File: src/rtl/vtb_pkg.sv
package vtb_pkg;

    // Load sequencer states
    typedef enum logic [1:0] {
        SEQ_IDLE   = 2'd0,
        SEQ_HALT   = 2'd1,
        SEQ_ZERO   = 2'd2,
        SEQ_RESUME = 2'd3
    } seq_state_t;

    // Compare channel indices: deadline first, wrap second
    localparam int CH_DL   = 0;
    localparam int CH_WRAP = 1;
    localparam int N_CH    = 2;

endpackage

File: src/rtl/vtb_count.sv
// Clear-only counter with step divider and per-channel compare units.
module vtb_count #(
    parameter int W        = 32,
    parameter int PRE_LOG2 = 2,
    parameter int NCH      = 2
) (
    input  logic                    clk,
    input  logic                    rst_n,
    input  logic                    halt,
    input  logic                    resume,
    input  logic                    zero,
    input  logic [NCH-1:0][W-1:0]   cmp,
    output logic [W-1:0]            cnt,
    output logic [NCH-1:0]          hit
);

    localparam int DIV_W = (PRE_LOG2 < 1) ? 1 : PRE_LOG2;

    logic             run;
    logic [DIV_W-1:0] div;
    logic             step;
    logic [W-1:0]     cnt_nx;

    assign step   = run && (&div);
    assign cnt_nx = cnt + W'(1);

    always_ff @(posedge clk) begin
        if (!rst_n) begin
            run <= 1'b1;
        end else if (halt) begin
            run <= 1'b0;
        end else if (resume) begin
            run <= 1'b1;
        end
    end

    always_ff @(posedge clk) begin
        if (!rst_n || zero) begin
            div <= '0;
        end else if (run) begin
            div <= div + DIV_W'(1);
        end
    end

    always_ff @(posedge clk) begin
        if (!rst_n || zero) begin
            cnt <= '0;
        end else if (step) begin
            cnt <= cnt_nx;
        end
    end

    // One comparator per channel: fires when the counter steps onto it
    for (genvar i = 0; i < NCH; i++) begin : g_cmp
        assign hit[i] = step && (cnt_nx == cmp[i]);
    end

endmodule

File: src/rtl/vtb_seq.sv
// Load sequencer: halt, zero, resume.
module vtb_seq
    import vtb_pkg::*;
(
    input  logic clk,
    input  logic rst_n,
    input  logic set_req,
    output logic busy,
    output logic take,
    output logic halt,
    output logic zero,
    output logic resume
);

    seq_state_t state, state_nx;

    always_ff @(posedge clk) begin
        if (!rst_n) begin
            state <= SEQ_IDLE;
        end else begin
            state <= state_nx;
        end
    end

    always_comb begin
        state_nx = state;
        busy     = 1'b1;
        take     = 1'b0;
        halt     = 1'b0;
        zero     = 1'b0;
        resume   = 1'b0;
        unique case (state)
            SEQ_IDLE: begin
                busy = 1'b0;
                if (set_req) begin
                    take     = 1'b1;
                    state_nx = SEQ_HALT;
                end
            end
            SEQ_HALT: begin
                halt     = 1'b1;
                state_nx = SEQ_ZERO;
            end
            SEQ_ZERO: begin
                zero     = 1'b1;
                state_nx = SEQ_RESUME;
            end
            SEQ_RESUME: begin
                resume   = 1'b1;
                state_nx = SEQ_IDLE;
            end
            default: state_nx = SEQ_IDLE;
        endcase
    end

endmodule

File: src/rtl/vtime_unit.sv
// Settable virtual timebase on top of a clear-only counter.
module vtime_unit
    import vtb_pkg::*;
#(
    parameter int W        = 32,
    parameter int PRE_LOG2 = 2
) (
    input  logic         clk,
    input  logic         rst_n,
    input  logic         set_req,
    input  logic [W-1:0] set_time,
    input  logic         dl_wr,
    input  logic [W-1:0] dl_time,
    input  logic         dl_mask,
    output logic         busy,
    output logic [W-1:0] vtime,
    output logic [W-1:0] dl_rdbk,
    output logic         dl_hit,
    output logic         vwrap
);

    logic                  take, halt, zero, resume;
    logic [W-1:0]          offset;
    logic [W-1:0]          cnt;
    logic [N_CH-1:0][W-1:0] cmp;
    logic [N_CH-1:0]       hit;
    logic                  dl_arm;
    logic                  dl_acc;

    vtb_seq u_seq (
        .clk    (clk),
        .rst_n  (rst_n),
        .set_req(set_req),
        .busy   (busy),
        .take   (take),
        .halt   (halt),
        .zero   (zero),
        .resume (resume)
    );

    vtb_count #(
        .W       (W),
        .PRE_LOG2(PRE_LOG2),
        .NCH     (N_CH)
    ) u_count (
        .clk   (clk),
        .rst_n (rst_n),
        .halt  (halt),
        .resume(resume),
        .zero  (zero),
        .cmp   (cmp),
        .cnt   (cnt),
        .hit   (hit)
    );

    assign dl_acc = dl_wr && !busy;
    assign vtime  = cnt + offset;

    always_ff @(posedge clk) begin
        if (!rst_n) begin
            offset <= '0;
        end else if (take) begin
            offset <= set_time;
        end
    end

    // Deadline channel: stored virtual value, hardware compare, arm flag
    always_ff @(posedge clk) begin
        if (!rst_n) begin
            dl_rdbk      <= '1;
            cmp[CH_DL]   <= '1;
            dl_arm       <= 1'b0;
        end else if (zero) begin
            cmp[CH_DL]   <= offset - W'(1);
            dl_arm       <= 1'b0;
        end else if (dl_acc) begin
            dl_rdbk      <= dl_time;
            cmp[CH_DL]   <= dl_time - offset;
            dl_arm       <= 1'b1;
        end
    end

    // Wrap channel: compare sits where counter plus offset becomes zero
    always_ff @(posedge clk) begin
        if (!rst_n) begin
            cmp[CH_WRAP] <= '0;
        end else if (zero) begin
            cmp[CH_WRAP] <= '0 - offset;
        end
    end

    always_ff @(posedge clk) begin
        if (!rst_n) begin
            dl_hit <= 1'b0;
            vwrap  <= 1'b0;
        end else begin
            dl_hit <= hit[CH_DL] && dl_arm && !dl_mask;
            vwrap  <= hit[CH_WRAP];
        end
    end

endmodule

File: config.mk
export PLATFORM = sky130hd
export DESIGN_NAME = vtime_unit
export DESIGN_NICKNAME = d
export VERILOG_FILES = /design/src/rtl/vtb_pkg.sv /design/src/rtl/vtb_count.sv /design/src/rtl/vtb_seq.sv /design/src/rtl/vtime_unit.sv
export SDC_FILE = /design/constraint.sdc
export NUM_CORES = 1
export LEC_CHECK = 0
export ABC_AREA = 1
export CORE_MARGIN = 2
export CORE_UTILIZATION = 65
export CTS_CLUSTER_SIZE = 16
export DETAILED_ROUTE_END_ITERATION = 10
export DONT_BUFFER_PORTS = 1
export PLACE_DENSITY = 0.86
export RECOVER_POWER = 25
export SLEW_MARGIN = 25
export SYNTH_ARGS = -nofsm -noshare
export SYNTH_HDL_FRONTEND = slang
export SYNTH_HIERARCHICAL = 1
export SYNTH_SLANG_ARGS = --single-unit
File: constraint.sdc
create_clock -name clk -period 5.45 [get_ports clk]
set_clock_uncertainty 0.05 [all_clocks]
set_input_delay 1.09 -clock clk [delete_from_list [all_inputs] [get_ports clk]]
set_output_delay 1.09 -clock clk [all_outputs]
set_load 0.03 [all_outputs]
==> metrics.txt <==
outcome finished, violations left; violated checks max-capacitance violations, max-slew violations; Seq cells post-synth 168; crit path DAT 4.52 ns; setup bufs post-CTS 0; commonest non-fill, non-tap cell in the layout nand2_1; Hold WC Path Type reg -> reg; top cell type's share of synthesized area 0.246; largest cells by area after synthesis dfxtp_1 25%, nand2_1 22%, inv_1 9.6%, nand3_1 8.4%, ha_1 6.4%; Finish-stage setup viols 0; effective utilization at floorplan 0.656; hold_buf cts 0; overflow left after global routing 0; initial antenna violation count 0; register share of total power 0.309; switching share of power 0.523; Worst R2R Start u_seq/state[0]$_SDFFE_PN0P_; Die X 149 µm; Die H ~150 µm; WHS Path Cells 2; P_leak between 7 and 8 nW; Core ar. 20800 µm²; global-route wire length before repair 67.5 mm; RSZ-0062 raised after global routing false; GP Congestion 0.971; Nets around 2500; Reg2Reg Depth 9; Pins Over Slew Limit 108; synth warn 6; area grow syn2layout 5.64%; DRT Pass-1 Iters 6; Worst Setup Start Kind flip-flop; sw power 0.00372 W; Bufs on Longest Clock Path 2; ANT nets after route 0; Slew HR -0.623; Worst Hold End dl_hit$_SDFF_PN0_; final wirelength 43.5 mm; Worst-Skew Late Latency around 0.43 ns; Post-DP HPWL approximately 35 mm; Hold Worst Slack roughly 0.39 ns; CTS resizes 0; CP Class reg -> reg; CTS H-tree depth 4; Final Hold Vio Count 0; clock root buffer clkbuf_16; DR vias/cell 5.71; Power Dens Cells 493 nW/µm²; post-synth net total ~2500; crit path max fanout 54; Int Pwr 0.00339 W; row cnt 53; Final Cell Area roughly 14000 µm²; Comb power frac 0.520; WL per Instance 16.7 µm; most frequent cells in the layout 805 x nand2_1, 351 x inv_1, 229 x nand3_1; Cell variety after synth 42; die area 22200 µm²; Slew @ Worst Pin 2.43 ns; CTS tree built; I/O Buffers 0; vias post-DR 14900; CTS sink cnt roughly 170; crit path time final roughly 4.3 ns; CTS clk-pin slew, worst paths 0.07 ns; r2r endpoint cmp[19]$_SDFFE_PN1P_; fmax 235 MHz; Post-synth EDFFs 0; Boundary Pins 136; area post-placement 13900 µm²; sequential fraction of the synthesis area 0.246; # Max-Cap Violations 2; Clock power frac 0.171; vias in the first global route 13600; largest net degree at the start of global routing 106; R2R setup slack 1.20 ns; Post-route DRC 0; dominant synthesized flop cell dfxtp_1; ant diodes 0; Setup TNS 0 ns; layout cells sized above 1 0.0373; dominant cell type by area after synthesis dfxtp_1; Hold Crit Start dl_arm$_SDFFE_PP0P_; synthesized area per cell just under 6 µm²; Peak VDD IR 0.000299 V; cells after synthesis roughly 2300; Overall Global Routing Usage 0.388; DR iter-0 viols between 1000 and 1500; CP required 5.72 ns; period utilization 0.781; critical path endpoint category flip-flop; post-synthesis cell area approximately 14000 µm²; asr flop ratio synth 0; fillers 1927; Num CTS Buffers 17
[layer usage]
metal / vias to the layer above / track usage / routed length [µm]
li1: 7356 / - / -
met1: 6669 / 0.495 / 17900
met2: 748 / 0.634 / 19500
met3: 121 / 0.0841 / 4220
met4: 0 / 0.167 / 1930
met5: - / 0 / 0
[cells in the mapped netlist (3+ instances only)]
cell and instances:
dfxtp_1 168, nor2_8 4, o21ai_1 3, nand3_1 229, nand2_4 6, inv_2 7, nand2_1 805, nand3b_1 19
o21bai_1 15, a21oi_1 163, nor3_1 13, nand2_2 6, o21ai_0 105, nor2_4 8, nand4_1 12, inv_1 350
a21o_1 6, nor2_2 13, buf_1 4, buf_2 8, nand3_2 4, xor2_1 40, and2_1 6, o211ai_1 14
nor2_1 198, xnor2_1 10, a21boi_0 3, ha_1 70, clkbuf_1 39
[critical path, cell delays in order, from the launching register on]
cell and delay [ns]:
dfxtp_1 0.33, inv_1 0.13, ha_1 0.16, clkbuf_1 1.52
clkinv_1 0.79, buf_4 0.54, a21oi_1 0.19, o21ai_0 0.15
nand3_1 0.15, nand2_1 0.06
[worst max-delay path by stage]
stage / start / endpoint / depth (start not counted)
4_1_cts: u_count/cnt[0]$_SDFFE_PP0P_ / vtime[18] / 9
2_1_floorplan: u_count/cnt[0]$_SDFFE_PP0P_ / vtime[18] / 9
3_5_place_dp: u_count/cnt[0]$_SDFFE_PP0P_ / vtime[18] / 9
3_3_place_gp: offset[0]$_SDFFE_PN0P_ / vtime[18] / 9
5_1_grt: u_seq/state[0]$_SDFFE_PN0P_ / cmp[12]$_SDFFE_PN1P_ / 9
6_report: u_seq/state[0]$_SDFFE_PN0P_ / cmp[19]$_SDFFE_PN1P_ / 9
[final cells by class]
| type | instances | area (µm²) | share of cell area |
|---|---|---|---|
| clock buffer | 19 | 443 | 0.0307 |
| timing repair buffer | 7 | 41.3 | 0.00286 |
| multi-input combinational | 1767 | 8750 | 0.606 |
| tap | 275 | 344 | 0.0239 |
| sequential | 168 | 3360 | 0.233 |
| clock inverter | 13 | 138 | 0.00954 |
| inverter | 359 | 1350 | 0.0934 |
[power by group through the flow]
stage	registers, W	logic [W]	clock network [W]
global route	0.00224	0.00413	0.00126
global placement	0.00218	0.00351	0
finish	0.00220	0.00370	0.00121
detailed placement	0.00220	0.00359	0
CTS	0.00217	0.00362	0.00122
floorplan	0.00203	0.00283	0
[logic make-up (layout without fill, tap and decap cells)]
| group | Yosys count | in the layout | synth area share |
|---|---|---|---|
| flops | 168 | 168 | 0.246 |
| fa+ha+maj | 72 | 72 | 0.0671 |
| compound gates | 313 | 313 | 0.123 |
| buf+inv | 410 | 398 | 0.113 |
| simple gates | 1331 | 1331 | 0.417 |
| xor+xnor | 51 | 51 | 0.0337 |
[stage by stage]
| stage | total power, W | util | setup WS [ns] | cells |
|---|---|---|---|---|
| 2_1_floorplan | 0.00486 | - | 2.24 | 2345 |
| 3_3_place_gp | 0.00569 | 0.665 | 2.02 | 2576 |
| 3_5_place_dp | 0.00579 | 0.665 | 1.94 | 2576 |
| 4_1_cts | 0.00701 | 0.693 | 1.47 | 2608 |
| 5_1_grt | 0.00763 | 0.693 | 0.920 | 2608 |
| 6_report | 0.00711 | 0.693 | 1.20 | 2608 |
[state kept, by name, summed over array words and instances (netlist names), 2 cells and up]
signal / count
offset: 32
u_count/div: 2
u_count/cnt: 32
dl_rdbk: 32
cmp: 64
u_seq/state: 2
Note: power is estimated with default switching activity, not from simulation.
